$ cat config.mk
export PLATFORM = sky130hd
export DESIGN_NAME = tap_window_search
export DESIGN_NICKNAME = d
export VERILOG_FILES = /design/src/rtl/tws_pkg.sv /design/src/rtl/tws_apply_seq.sv /design/src/rtl/tws_run_tracker.sv /design/src/rtl/tap_window_search.sv
export SDC_FILE = /design/constraint.sdc
export NUM_CORES = 1
export LEC_CHECK = 0
export ABC_AREA = 1
export ABC_CLOCK_PERIOD_IN_PS = 2500
export BUFFER_PORTS_ARGS = -buffer_cell sky130_fd_sc_hd__buf_2
export CAP_MARGIN = 15
export CORE_MARGIN = 2
export CORE_UTILIZATION = 49
export DETAILED_ROUTE_END_ITERATION = 6
export GPL_TIMING_DRIVEN = 0
export PLACE_DENSITY = 0.74
export REMOVE_ABC_BUFFERS = 1
export SETUP_SLACK_MARGIN = 0.3
export SKIP_LAST_GASP = 1
export SYNTH_ARGS = -nofsm -noshare
export SYNTH_HDL_FRONTEND = slang
export SYNTH_HIERARCHICAL = 1
export SYNTH_SLANG_ARGS = --single-unit
$ cat constraint.sdc
create_clock -name clk -period 2.5 [get_ports clk]
set_input_delay 0.125 -clock clk [delete_from_list [all_inputs] [get_ports clk]]
set_output_delay 0.125 -clock clk [all_outputs]
set_load 0.03 [all_outputs]
$ cat src/rtl/tws_pkg.sv
package tws_pkg;

   typedef enum logic [2:0] {
      TOP_IDLE,
      TOP_LAUNCH,
      TOP_APPLY,
      TOP_TEST,
      TOP_STEP,
      TOP_DECIDE,
      TOP_FINAL,
      TOP_DONE
   } top_state_e;

   typedef enum logic [1:0] {
      SEQ_IDLE,
      SEQ_REQ,
      SEQ_GAP
   } seq_state_e;

endpackage

$ cat src/rtl/tws_apply_seq.sv
module tws_apply_seq
   import tws_pkg::*;
#(
   parameter int TAP_W        = 6,
   parameter int APPLY_REPEAT = 2,
   parameter int ACK_TIMEOUT  = 16
) (
   input  logic             clk,
   input  logic             rst_n,
   input  logic             start_i,
   input  logic [TAP_W-1:0] tap_i,
   input  logic             ack_i,
   output logic             req_o,
   output logic [TAP_W-1:0] tap_o,
   output logic             done_o,
   output logic             ok_o
);
   localparam int REP_W = $clog2(APPLY_REPEAT + 1);
   localparam int TMO_W = $clog2(ACK_TIMEOUT);
   localparam logic [REP_W-1:0] REP_LAST = REP_W'(APPLY_REPEAT - 1);
   localparam logic [TMO_W-1:0] TMO_LAST = TMO_W'(ACK_TIMEOUT - 1);

   generate
      if (APPLY_REPEAT < 1) begin : g_bad_rep
         $error("APPLY_REPEAT must be at least 1");
      end
      if (ACK_TIMEOUT < 2) begin : g_bad_tmo
         $error("ACK_TIMEOUT must be at least 2");
      end
   endgenerate

   seq_state_e       st;
   logic [REP_W-1:0] rep;
   logic [TMO_W-1:0] tmo;

   assign req_o = (st == SEQ_REQ);

   always_ff @(posedge clk or negedge rst_n) begin
      if (!rst_n) begin
         st     <= SEQ_IDLE;
         rep    <= '0;
         tmo    <= '0;
         tap_o  <= '0;
         done_o <= 1'b0;
         ok_o   <= 1'b0;
      end else begin
         done_o <= 1'b0;
         case (st)
            SEQ_IDLE: begin
               if (start_i) begin
                  tap_o <= tap_i;
                  rep   <= '0;
                  tmo   <= '0;
                  st    <= SEQ_REQ;
               end
            end
            SEQ_REQ: begin
               if (ack_i) begin
                  if (rep == REP_LAST) begin
                     done_o <= 1'b1;
                     ok_o   <= 1'b1;
                     st     <= SEQ_IDLE;
                  end else begin
                     rep <= rep + 1'b1;
                     st  <= SEQ_GAP;
                  end
               end else if (tmo == TMO_LAST) begin
                  done_o <= 1'b1;
                  ok_o   <= 1'b0;
                  st     <= SEQ_IDLE;
               end else begin
                  tmo <= tmo + 1'b1;
               end
            end
            SEQ_GAP: begin
               tmo <= '0;
               st  <= SEQ_REQ;
            end
            default: st <= SEQ_IDLE;
         endcase
      end
   end

   // a pending request keeps its tap until acknowledged or timed out
   a_r6_req_held: assert property (@(posedge clk) disable iff (!rst_n)
      req_o && !ack_i && (tmo != TMO_LAST) |=> req_o && $stable(tap_o));

   // an unanswered request at the limit ends the write as failed
   a_r7_timeout_fail: assert property (@(posedge clk) disable iff (!rst_n)
      req_o && !ack_i && (tmo == TMO_LAST) |=> done_o && !ok_o && !req_o);

endmodule

$ cat src/rtl/tws_run_tracker.sv
module tws_run_tracker #(
   parameter int TAP_W      = 6,
   parameter int LEN_W      = 6,
   parameter bit KEEP_FIRST = 1'b1
) (
   input  logic             clk,
   input  logic             rst_n,
   input  logic             clr_i,
   input  logic             upd_i,
   input  logic             pass_i,
   input  logic [TAP_W-1:0] tap_i,
   output logic [LEN_W-1:0] best_len_o,
   output logic [TAP_W-1:0] centre_o
);
   logic [LEN_W-1:0] cur_len;
   logic [LEN_W-1:0] cur_next;
   logic [TAP_W-1:0] best_end;
   logic             improve;

   assign cur_next = cur_len + 1'b1;

   generate
      if (KEEP_FIRST) begin : g_keep_first
         assign improve = cur_next > best_len_o;
      end else begin : g_keep_last
         assign improve = cur_next >= best_len_o;
      end
   endgenerate

   assign centre_o = best_end - TAP_W'(best_len_o >> 1);

   always_ff @(posedge clk or negedge rst_n) begin
      if (!rst_n) begin
         cur_len    <= '0;
         best_len_o <= '0;
         best_end   <= '0;
      end else if (clr_i) begin
         cur_len    <= '0;
         best_len_o <= '0;
         best_end   <= '0;
      end else if (upd_i) begin
         if (pass_i) begin
            cur_len <= cur_next;
            if (improve) begin
               best_len_o <= cur_next;
               best_end   <= tap_i;
            end
         end else begin
            cur_len <= '0;
         end
      end
   end

   // a failing tap clears the running length
   a_r2_fail_clears: assert property (@(posedge clk) disable iff (!rst_n)
      upd_i && !pass_i && !clr_i |=> cur_len == '0);

   // the best run only grows within one search
   a_r3_best_grows: assert property (@(posedge clk) disable iff (!rst_n)
      !clr_i |=> best_len_o >= $past(best_len_o));

   // the current run never exceeds the recorded best
   a_r3_cur_le_best: assert property (@(posedge clk) disable iff (!rst_n)
      cur_len <= best_len_o);

endmodule

$ cat src/rtl/tap_window_search.sv
module tap_window_search
   import tws_pkg::*;
#(
   parameter int TAP_W        = 6,
   parameter int TAP_COUNT    = 40,
   parameter int APPLY_REPEAT = 2,
   parameter int ACK_TIMEOUT  = 16
) (
   input  logic             clk,
   input  logic             rst_n,
   input  logic             start_i,
   input  logic             hs200_i,
   output logic             busy_o,
   output logic             done_o,
   output logic             err_o,
   output logic [TAP_W-1:0] result_tap_o,
   output logic             apply_req_o,
   output logic [TAP_W-1:0] apply_tap_o,
   input  logic             apply_ack_i,
   output logic             test_req_o,
   input  logic             test_done_i,
   input  logic             test_pass_i
);
   localparam int LEN_W = $clog2(TAP_COUNT + 1);
   localparam logic [TAP_W-1:0] TAP_LAST = TAP_W'(TAP_COUNT - 1);

   generate
      if (TAP_COUNT < 1 || TAP_COUNT > (1 << TAP_W)) begin : g_bad_range
         $error("TAP_COUNT must fit in TAP_W bits");
      end
   endgenerate

   top_state_e       state;
   logic [TAP_W-1:0] tap_q;
   logic [TAP_W-1:0] result_q;
   logic             err_q;

   logic             seq_start;
   logic [TAP_W-1:0] seq_tap;
   logic             seq_done;
   logic             seq_ok;
   logic             rec_clr;
   logic             rec_upd;
   logic             rec_pass;
   logic [LEN_W-1:0] best_len;
   logic [TAP_W-1:0] centre;

   assign busy_o       = (state != TOP_IDLE);
   assign done_o       = (state == TOP_DONE);
   assign err_o        = err_q;
   assign result_tap_o = result_q;
   assign test_req_o   = (state == TOP_TEST);

   always_comb begin
      seq_start = (state == TOP_LAUNCH) ||
                  ((state == TOP_DECIDE) && (best_len != '0));
      seq_tap   = (state == TOP_DECIDE) ? centre : tap_q;
      rec_clr   = (state == TOP_IDLE) && start_i && hs200_i;
      rec_upd   = ((state == TOP_APPLY) && seq_done && !seq_ok) ||
                  ((state == TOP_TEST) && test_done_i);
      rec_pass  = (state == TOP_TEST) && test_pass_i;
   end

   always_ff @(posedge clk or negedge rst_n) begin
      if (!rst_n) begin
         state    <= TOP_IDLE;
         tap_q    <= '0;
         result_q <= '0;
         err_q    <= 1'b0;
      end else begin
         case (state)
            TOP_IDLE: begin
               if (start_i) begin
                  err_q <= 1'b0;
                  tap_q <= '0;
                  state <= hs200_i ? TOP_LAUNCH : TOP_DONE;
               end
            end
            TOP_LAUNCH: state <= TOP_APPLY;
            TOP_APPLY: begin
               if (seq_done) state <= seq_ok ? TOP_TEST : TOP_STEP;
            end
            TOP_TEST: begin
               if (test_done_i) state <= TOP_STEP;
            end
            TOP_STEP: begin
               if (tap_q == TAP_LAST) begin
                  state <= TOP_DECIDE;
               end else begin
                  tap_q <= tap_q + 1'b1;
                  state <= TOP_LAUNCH;
               end
            end
            TOP_DECIDE: begin
               if (best_len == '0) begin
                  err_q <= 1'b1;
                  state <= TOP_DONE;
               end else begin
                  state <= TOP_FINAL;
               end
            end
            TOP_FINAL: begin
               if (seq_done) begin
                  err_q <= !seq_ok;
                  if (seq_ok) result_q <= apply_tap_o;
                  state <= TOP_DONE;
               end
            end
            TOP_DONE: state <= TOP_IDLE;
            default:  state <= TOP_IDLE;
         endcase
      end
   end

   tws_apply_seq #(
      .TAP_W       (TAP_W),
      .APPLY_REPEAT(APPLY_REPEAT),
      .ACK_TIMEOUT (ACK_TIMEOUT)
   ) u_seq (
      .clk    (clk),
      .rst_n  (rst_n),
      .start_i(seq_start),
      .tap_i  (seq_tap),
      .ack_i  (apply_ack_i),
      .req_o  (apply_req_o),
      .tap_o  (apply_tap_o),
      .done_o (seq_done),
      .ok_o   (seq_ok)
   );

   tws_run_tracker #(
      .TAP_W     (TAP_W),
      .LEN_W     (LEN_W),
      .KEEP_FIRST(1'b1)
   ) u_track (
      .clk       (clk),
      .rst_n     (rst_n),
      .clr_i     (rec_clr),
      .upd_i     (rec_upd),
      .pass_i    (rec_pass),
      .tap_i     (tap_q),
      .best_len_o(best_len),
      .centre_o  (centre)
   );

   // done lasts one cycle and falls inside busy
   a_r9_done_pulse: assert property (@(posedge clk) disable iff (!rst_n)
      done_o |=> !done_o);
   a_r9_busy_at_done: assert property (@(posedge clk) disable iff (!rst_n)
      done_o |-> busy_o);

   // write and test requests never overlap
   a_r6_exclusive: assert property (@(posedge clk) disable iff (!rst_n)
      !(apply_req_o && test_req_o));

   // tests only run on taps inside the sweep range
   a_r1_tap_range: assert property (@(posedge clk) disable iff (!rst_n)
      test_req_o |-> apply_tap_o <= TAP_LAST);

endmodule

Word-level counts from Yosys, hierarchy flattened
Index checks and enable logic that the tools add are counted.
{"block": "classes", "addsub": 5, "order_cmp": 1, "eq_ne": 25, "reduce_logical": 33, "muxes": 48}
{"operator": "6-bit 2-to-1 mux", "count": 14}
{"operator": "3-bit one-hot mux with 8 select lines", "count": 1}
{"operator": "3-bit 2-to-1 mux", "count": 7}
{"operator": "4-bit AND reduction", "count": 4}
{"operator": "2-bit 2-to-1 mux", "count": 7}
{"operator": "6-bit by 1-bit adder with 6-bit output, second input constant", "count": 2}
{"operator": "3-bit equality test, second input constant", "count": 4}
{"operator": "4-bit 2-to-1 mux", "count": 3}
{"operator": "2-bit by 1-bit inequality test with 1-bit output, second input constant", "count": 6}
{"operator": "2-bit inequality test, second input constant", "count": 6}
{"operator": "4-bit one-hot mux with 3 select lines", "count": 1}
{"operator": "6-bit one-hot mux with 2 select lines", "count": 1}
{"operator": "3-bit AND reduction", "count": 4}
{"operator": "2-bit nonzero test", "count": 6}
{"operator": "1-bit 2-to-1 mux", "count": 11}
{"operator": "3-bit nonzero test", "count": 3}
{"operator": "1-bit logical AND", "count": 7}
{"operator": "3-bit by 2-bit equality test with 1-bit output, second input constant", "count": 2}
{"operator": "6-bit equality test, second input constant", "count": 1}
{"operator": "6-bit > comparator", "count": 1}
{"operator": "6-bit zero test", "count": 1}
{"operator": "2-bit one-hot mux with 3 select lines", "count": 1}
{"operator": "6-bit nonzero test", "count": 1}
{"operator": "6-bit by 5-bit subtractor with 6-bit output", "count": 1}
{"operator": "other kinds (14)", "count": 17}
{"block": "word_totals", "elab_cells": 125, "register_bits": 50, "inputBits": 7, "out_inout_bits": 17}

Longest topological paths before layout
Gate-level depths: netlist (run 1).
{"block": "depth", "depth_word": 6, "mapped_depth": 15, "ltp_nobuf": 15}

By module
Netlist (run 1), hierarchy kept.
{"mod": "tws_run_tracker", "n_inst": 1, "cells_per_inst": 161, "area_per_inst_um2": 1296.2, "seq_area_each_um2": 450.4}
{"mod": "tap_window_search", "n_inst": 1, "cells_per_inst": 159, "area_per_inst_um2": 1027.2, "seq_area_each_um2": 400.4}
{"mod": "tws_apply_seq", "n_inst": 1, "cells_per_inst": 87, "area_per_inst_um2": 757.0, "seq_area_each_um2": 400.4}

Worst setup path after synthesis (run 1)
Ideal clock, no wire load.
{"block": "synth_timing", "kind": "reg-to-reg", "start": "register state[0]", "end": "register u_track.best_len_o[2]", "slack_ps": 390, "synth_period_minus_slack_ps": 2110, "setup_time_ps": 117, "arrival_time_ps": 1993, "stages_incl_launch_ff": 11, "path_cell_list": "dfrtp_1 -> nand2_1 -> nor2_1 -> inv_1 -> o21ai_0 -> nand2_1 -> a21oi_4 -> nand2_4 -> buf_6 -> nand3_1 -> nand2_1"}
{"block": "synth_between", "word_cells_on_any_way": 15, "classes_between": "eq/ne: 2; mux: 1; reduce/logical: 12"}
{"element": "start, declared", "line": "tap_window_search.sv:33", "rtl": "top_state_e state;"}
{"element": "start signal, assigned", "line": "tap_window_search.sv:76", "rtl": "state <= hs200_i ? TOP_LAUNCH : TOP_DONE;"}
{"element": "start signal, assigned", "line": "tap_window_search.sv:81", "rtl": "if (seq_done) state <= seq_ok ? TOP_TEST : TOP_STEP;"}
{"element": "3-bit by 2-bit equality test with 1-bit output"}
{"element": "named net test_req_o", "line": "tap_window_search.sv:20", "rtl": "output logic test_req_o,"}
{"element": "1-bit logical AND", "line": "tap_window_search.sv:60", "rtl": "((state == TOP_TEST) && test_done_i);"}
{"element": "1-bit logical OR", "line": "tap_window_search.sv:59", "rtl": "rec_upd = ((state == TOP_APPLY) && seq_done && !seq_ok) ||"}
{"element": "named net rec_upd", "line": "tap_window_search.sv:43", "rtl": "logic rec_upd;"}
{"element": "2-bit nonzero test (no source line)"}
{"element": "3-bit AND reduction (no source line)"}
{"element": "end signal, assigned", "line": "tws_run_tracker.sv:45", "rtl": "best_len_o <= cur_next;"}
{"element": "end, declared", "line": "tws_run_tracker.sv:12", "rtl": "output logic [LEN_W-1:0] best_len_o,"}
The timed path passes the listed nets, and every way through them passes these cells.
A chain may end at the register's enable or synchronous reset.

Worst setup path after layout (run 1)
{"block": "layout_timing", "start": "register u_track.cur_len[0]", "end": "register u_track.best_end[3]"}
{"block": "layout_between", "elab_chain_cells": 4}
{"element": "start, declared", "line": "tws_run_tracker.sv:15", "rtl": "logic [LEN_W-1:0] cur_len;"}
{"element": "start signal, assigned", "line": "tws_run_tracker.sv:43", "rtl": "cur_len <= cur_next;"}
{"element": "6-bit by 1-bit adder with 6-bit output", "line": "tws_run_tracker.sv:20", "rtl": "assign cur_next = cur_len + 1'b1;"}
{"element": "6-bit > comparator", "line": "tws_run_tracker.sv:24", "rtl": "assign improve = cur_next > best_len_o;"}
{"element": "2-bit nonzero test (no source line)"}
{"element": "3-bit AND reduction (no source line)"}
{"element": "end signal, assigned", "line": "tws_run_tracker.sv:46", "rtl": "best_end <= tap_i;"}
{"element": "end, declared", "line": "tws_run_tracker.sv:17", "rtl": "logic [TAP_W-1:0] best_end;"}
Every way passes these cells.

==> results.cfg, run 1 <==
[outcome]
status = finished, final reports clean

[sta]
maxSlewHeadroom_pct = 54.98
fin_skew_ns = 0.007389
tns_ns = 0
min_period_over_period_pct = 83.53
tightest_slew_ns = 0.6716
drv_slew = 0
finalSetupViolCount = 0
hold_violations = 0
rsz0062_at_grt = true
fin_crit_ns = 2.088
max_freq_ghz = 0.4789

[detailed_routing]
drt_iter0_markers = 178
drt-wirelength-per-cell_um = 12.24
antenna_left = 0
drc = 0
vias = 2648
routed_wl_um = 6352
viasPerCell = 5.102
drt_pre_antenna_iters = 4

[logic_synthesis]
yosys_register_bits = 50
syn_area_um2 = 3080
synth_ff_type = dfrtp_1
syn_inst = 407
ys_types = 30
synth_edf_count = 0
async_reset_ff_share_pct = 100.0
syn_area_per_cell_um2 = 7.569
yosys_warnings = 6
yosysSeqAreaShare_pct = 40.62

[setup_path]
crit_slowest_cell = dfrtp_2
max_stage_delay_ns = 0.44
endpoint_kind = flop
setup.worst_path.class = flop to flop
path_cells = ha_2, nand3_1, xor2_1, ha_1, nand2_2, nor2_4, nand2_2, nand3_4, nand2_8, nand3_1, nand2_1
cp-start-kind = flop
arrival_ns = 2.29
crit_required_ns = 2.70
cp_max_fo = 12

[power]
cell_internal_pwr_w = 0.001628
p_leak_nw = 1.871
p_per_area_nw_per_um2 = 800.2
power_switching_w = 0.001186
pwr-share-seq_pct = 38.8
power_frac_clock_pct = 20.9
switching_share_pct = 42.14
irDropWorstVdd_mv = 0.6709
pwr-share-comb_pct = 40.3
power_w = 0.002813

[floorplan]
die_x_um = 83.29
io_pins = 24
die_y_um = 83.29
core_area_um2 = 5991
rows = 28
die-area_um2 = 6937
start_util_pct = 51.42

[clock_tree]
cts_tree = built
root_buffer = clkbuf_8
clkTransAtPathRegs_ns = 0.09
clk_latency_ns = 0.31
max-clock-path-buffers = 2
clock_sinks = 50
cts_buffers = 5
cts.htree.levels = 2

[finish]
area_delta_synth_final_pct = 14.13
instances_no_fill = 519
multi_input_area_um2 = 1553
n_antenna_cell = 0
final_nets = 466
drive_gt1_share_pct = 17.12
fill_cells = 545
finish.instance_area_um2 = 3516
fin_util_pct = 58.69
seqCellArea_um2 = 1254

[global_route]
grt_pass1_wl_um = 10790
grt_pass1_vias = 2425
antenna_found_initial = 0
grt_max_degree = 51
gr-total-overflow = 0
grt_usage_pct = 18.71

[place]
placed_cell_area_um2 = 3238
dp_hpwl_um = 4519
placed_cells_incl_taps = 499
io_buffer_count = 23
routabilityCongestion = 0.8709

[job]
drv_cap = 0

[min_path]
hp-class = input pin to flop
-- timing repair --
item                                    in CTS  in global routing
hold buffers                                 0                  1
pin swaps                                    1                  3
hold endpoints to repair                     0                 11
gates cloned                                 0                  1
gates resized for setup                      1                 10
endpoints found under the setup margin      12                 22
buffers inserted                             2                  7
-- power groups by stage --
stage | clock, W | combinational (W) | sequential [W]
final | 0.000588 | 0.00113 | 0.00109
after global routing | 0.000645 | 0.00130 | 0.00111
after CTS | 0.000608 | 0.00106 | 0.00109
after detailed placement | 0 | 0.00105 | 0.00110
after global placement | 0 | 0.00102 | 0.00110
after floorplan | 0 | 0.000757 | 0.00113
-- cells in the mapped netlist (2+ instances only) --
library cell,number,area share [%]
inv_2,5,0.61
nand3_2,7,2.3
nor2_4,3,1.1
o21ai_1,8,1.3
xor2_1,4,1.1
nand4_1,15,3.0
nand2_2,5,1.0
nand3_1,36,5.8
ha_1,15,6.1
buf_2,2,0.32
nand3_4,2,1.1
nand2_1,114,14
nor3_1,3,0.49
nor2_1,32,3.9
o21ai_0,20,3.2
xnor2_1,3,0.85
inv_1,67,8.2
dfrtp_1,50,41
a21oi_1,3,0.49
buf_6,3,1.1
-- registers in the layout, indices dropped and copies added, names as in the netlist, 2 cells and up --
signal              count
u_track/best_len_o      6
result_tap_o            6
tap_q                   6
state                   3
u_seq/st                2
u_seq/tap_o             6
u_seq/rep               2
u_track/cur_len         6
u_seq/tmo               4
u_track/best_end        6
-- cell usage in the layout, fill, tap and decap left out, types with 2 or more instances in the layout --
cell type and instances:
nor2_4 3, nand2_1 113, dfrtp_1 48, nor2_1 30
xor2_1 4, dfrtp_2 2, nand3_1 36, nand3_2 8
nand4_1 15, a21oi_1 2, o21ai_0 20, clkbuf_8 5
o21ai_1 8, nor3_1 3, nor2_2 2, inv_2 6
buf_12 2, buf_2 23, ha_1 13, buf_4 7
nand3_4 2, nand2_2 6, xnor2_1 3, inv_1 66
-- per-layer routing --
| metal | part of all wire, % | global-route usage (%) | vias to the layer above |
|---|---|---|---|
| li1 | - | - | 1366 |
| met1 | 47 | 25.30 | 1233 |
| met2 | 48 | 31.52 | 43 |
| met3 | 3.2 | 3.181 | 6 |
| met4 | 1.1 | 4.173 | 0 |
| met5 | 0 | 0 | - |
-- metrics by stage --
stage | worst slack, ns | hold WS (ns)
after CTS | 0.3163 | 0.06066
after detailed placement | 0.2381 | 0.4086
final | 0.4117 | 0.09819
after global routing | 0.2613 | 0.09351
after floorplan | 0.4395 | -0.1706
after global placement | 0.2785 | 0.3952
-- worst paths after layout --
kind / start / end / cells past startpoint / slack, ns
max: u_track/cur_len[0] / u_track/best_end[3] / 11 / 0.41
min: test_done_i / state[0] / 4 / 0.1
max reg2reg: u_track/cur_len[0] / u_track/best_end[3] / 11 / 0.41
min reg2reg: err_o / err_o / 2 / 0.48
max in group asynchronous: rst_n / u_track/cur_len[2] / 3 / 1.74
min in group asynchronous: rst_n / result_tap_o[5] / 2 / 0.24
-- critical path: cells and delay by family, from the launching register on --
family                     cells  cell delay [ns]
DFF                            1             0.44
and+or+nand+nor                8             0.84
adders and majority gates      2             0.51
xor gates and xnor gates       1             0.19
-- cell families (layout without fill, tap and decap cells) --
family                     after synthesis  count (layout)  share of synthesized area, %
and+or+nand+nor                        219             220                         33.39
buffers and inverters                   78             114                         10.44
DFF                                     50              50                         40.62
AOI/OAI and AO/OA                       37              37                         6.824
adders and majority gates               16              16                         6.743
xor gates and xnor gates                 7               7                         1.990
-- area by class of cell --
class                      count  area share, %
clock buffer                   5          1.957
clock inverter                 3          1.352
inverter                      72          7.687
multi-input combinational    280          44.16
sequential                    50          35.66
tap                           75          2.669
timing repair buffer          34          6.512
Power figures use the tool's default switching activity.
==> run 2: changes to the inputs <==
--- a/config.mk
+++ b/config.mk
@@ -6,14 +6,14 @@
 export NUM_CORES = 1
 export LEC_CHECK = 0
 export ABC_AREA = 1
-export ABC_CLOCK_PERIOD_IN_PS = 2500
+export ABC_CLOCK_PERIOD_IN_PS = 1800
 export BUFFER_PORTS_ARGS = -buffer_cell sky130_fd_sc_hd__buf_2
 export CAP_MARGIN = 15
 export CORE_MARGIN = 2
 export CORE_UTILIZATION = 49
 export DETAILED_ROUTE_END_ITERATION = 6
 export GPL_TIMING_DRIVEN = 0
-export PLACE_DENSITY = 0.74
+export PLACE_DENSITY = 0.77
 export REMOVE_ABC_BUFFERS = 1
 export SETUP_SLACK_MARGIN = 0.3
 export SKIP_LAST_GASP = 1
==> constraint.sdc (replaced) <==
create_clock -name clk -period 1.8 [get_ports clk]
set_input_delay 0.09 -clock clk [delete_from_list [all_inputs] [get_ports clk]]
set_output_delay 0.09 -clock clk [all_outputs]
set_load 0.03 [all_outputs]
==> run 2 against run 1 <==
- the run now ends with setup timing left
- highest routed layer unchanged
- first-iteration DRC count grew 120%
- critical endpoint is now u_track/best_len_o[0]
- sequential share of layout area shrank 7.3 points
- register-to-register slack got worse by 0.69 ns
- maximum frequency rose by 0.38%
- largest cell class unchanged
- cell count grew 10%
- setup slack got worse by 0.69 ns
==> results.cfg, run 2 (synthesis gave the netlist of run 1 again) <==
[outcome]
status = finished, violations left
violations = setup timing

[setup_path]
crit_path_start = u_track/cur_len[0]
regToRegSetupSlack_ns = -0.28
r2r-start = u_track/cur_len[0]
arrival_ns = 2.29
rr_worst_depth = 13
cp-start-kind = flop
crit_required_ns = 2.01
endpoint_kind = flop
cp_max_fo = 7
setup.worst_path.class = flop to flop

[place]
routabilityCongestion = 0.8690
io_buffer_count = 23
placed_cells_incl_taps = 499
dp_hpwl_um = 4581
pre_cts_ws_ns = -0.4365
placed_cell_area_um2 = 3238

[clock_tree]
root_buffer = clkbuf_8
cts_buffers = 5
clock_sinks = 50
max-clock-path-buffers = 2
clk_latency_ns = 0.32
cts_tree = built
clkTransAtPathRegs_ns = 0.11
cts.htree.levels = 2

[sta]
drv_slew = 0
fin_ws_ns = -0.2803
min_period_over_period_pct = 115.6
tightest_slew_ns = 0.2716
fin_skew_ns = 0.01615
finalSetupViolCount = 12
hold_violations = 0
max_freq_ghz = 0.4807
rsz0062_at_grt = true
maxSlewHeadroom_pct = 81.89
fin_crit_ns = 2.080

[global_route]
grt_pass1_vias = 2981
gr-total-overflow = 0
grt_busiest_layer = met2
antenna_found_initial = 0
grt_pass1_wl_um = 13340
grt_max_degree = 51
gr-usage-met2_pct = 40.03
grt_usage_pct = 23.10
use_met3_pct = 3.181
groute.layer.met1.usage_pct = 29.34

[min_path]
hp-class = input pin to flop
hp-start = apply_ack_i
min_path_cells = 3

[detailed_routing]
viasPerCell = 5.869
vias = 3357
drc = 0
drt-wirelength-per-cell_um = 17.93
drt_pre_antenna_iters = 6
routed_wl_um = 10260
drt_iter0_markers = 400
antenna_left = 0

[floorplan]
rows = 28
die_y_um = 83.29
die-area_um2 = 6937
start_util_pct = 51.42
core_area_um2 = 5991
die_x_um = 83.29
io_pins = 24

[finish]
area_delta_synth_final_pct = 44.60
instances_no_fill = 572
layout_commonest_cell = nand2_1
fin_util_pct = 74.35
finish.instance_area_um2 = 4454
n_antenna_cell = 0
fill_cells = 363
drive_gt1_share_pct = 41.05
final_nets = 519
mostFrequentLayoutCells = nand2_1 (95), inv_1 (53), dfrtp_1 (42)

[job]
drv_cap = 0

[power]
p_per_area_nw_per_um2 = 1147
power_w = 0.005108
irDropWorstVdd_mv = 1.234
p_leak_nw = 2.225
[run 2: changes by cell type in the layout (fill, tap and decap cells not counted), moves of 13 or more]
| cell | before | now |
|---|---|---|
| nand2_2 | 6 | 20 |
| inv_1 | 66 | 53 |
| buf_4 | 7 | 40 |
| nand3_1 | 36 | 23 |
| nand2_1 | 113 | 95 |
| buf_6 | 1 | 14 |
[run 2: through the flow]
step                hold WS (ns)  setup TNS [ns]
finish                   0.05812          -2.993
global route             0.06636          -3.924
CTS                      0.03739          -1.591
detailed placement        0.3853          -7.328
global placement          0.3674          -6.420
floorplan                -0.2056          -3.141
[run 2: layout make-up]
class | count | area [um^2] | share of cell area [%]
Clock buffer | 5 | 68.82 | 1.545
Clock inverter | 3 | 47.55 | 1.067
Inverter | 72 | 292.8 | 6.573
Multi-Input combinational cell | 282 | 1978 | 44.41
Sequential cell | 50 | 1261 | 28.31
Tap cell | 75 | 93.84 | 2.107
Timing Repair Buffer | 84 | 703.2 | 15.79
Timing Repair inverter | 1 | 8.758 | 0.1966
[run 2: repair_timing]
item                                    4_1_cts  5_1_grt
gates cloned                                  3        2
pin swaps                                    30       49
gates resized for setup                      66       82
endpoints found under the hold margin         0       50
hold buffers                                  0        1
buffers inserted                             27       31
endpoints found under the setup margin       37       39
[run 2: path summary, 6_finish.rpt]
| path | to |
|---|---|
| max in group asynchronous | tap_q[1] |
| setup reg to reg | u_track/best_len_o[0] |
| setup / recovery | u_track/best_len_o[0] |
| min in group asynchronous | u_track/cur_len[5] |
| hold reg to reg | err_o |
| hold / removal | u_seq/ok_o |
[run 2: critical path, cell delays in order (launching register included)]
cell	delay, ns
dfrtp_2	0.46
buf_6	0.15
nand2_1	0.07
nand2_1	0.07
nand2_2	0.08
inv_2	0.05
ha_4	0.27
nand2_2	0.07
nor2_4	0.21
nand2_4	0.10
nand3_4	0.16
nand2_8	0.10
nand3_2	0.08
nand2_1	0.08
[run 2: power breakdown]
part / switching, W / total (W) / internal [W]
Sequential: 0.000231 / 0.00155 / 0.00132
Combinational: 0.00164 / 0.00269 / 0.00104
Clock: 0.000445 / 0.000868 / 0.000423
[run 2: per-layer routing]
metal	wire length, um	part of all wire (%)
met5	0	0
met4	512	5.0
met3	791	7.7
met2	5076	49
met1	3877	38
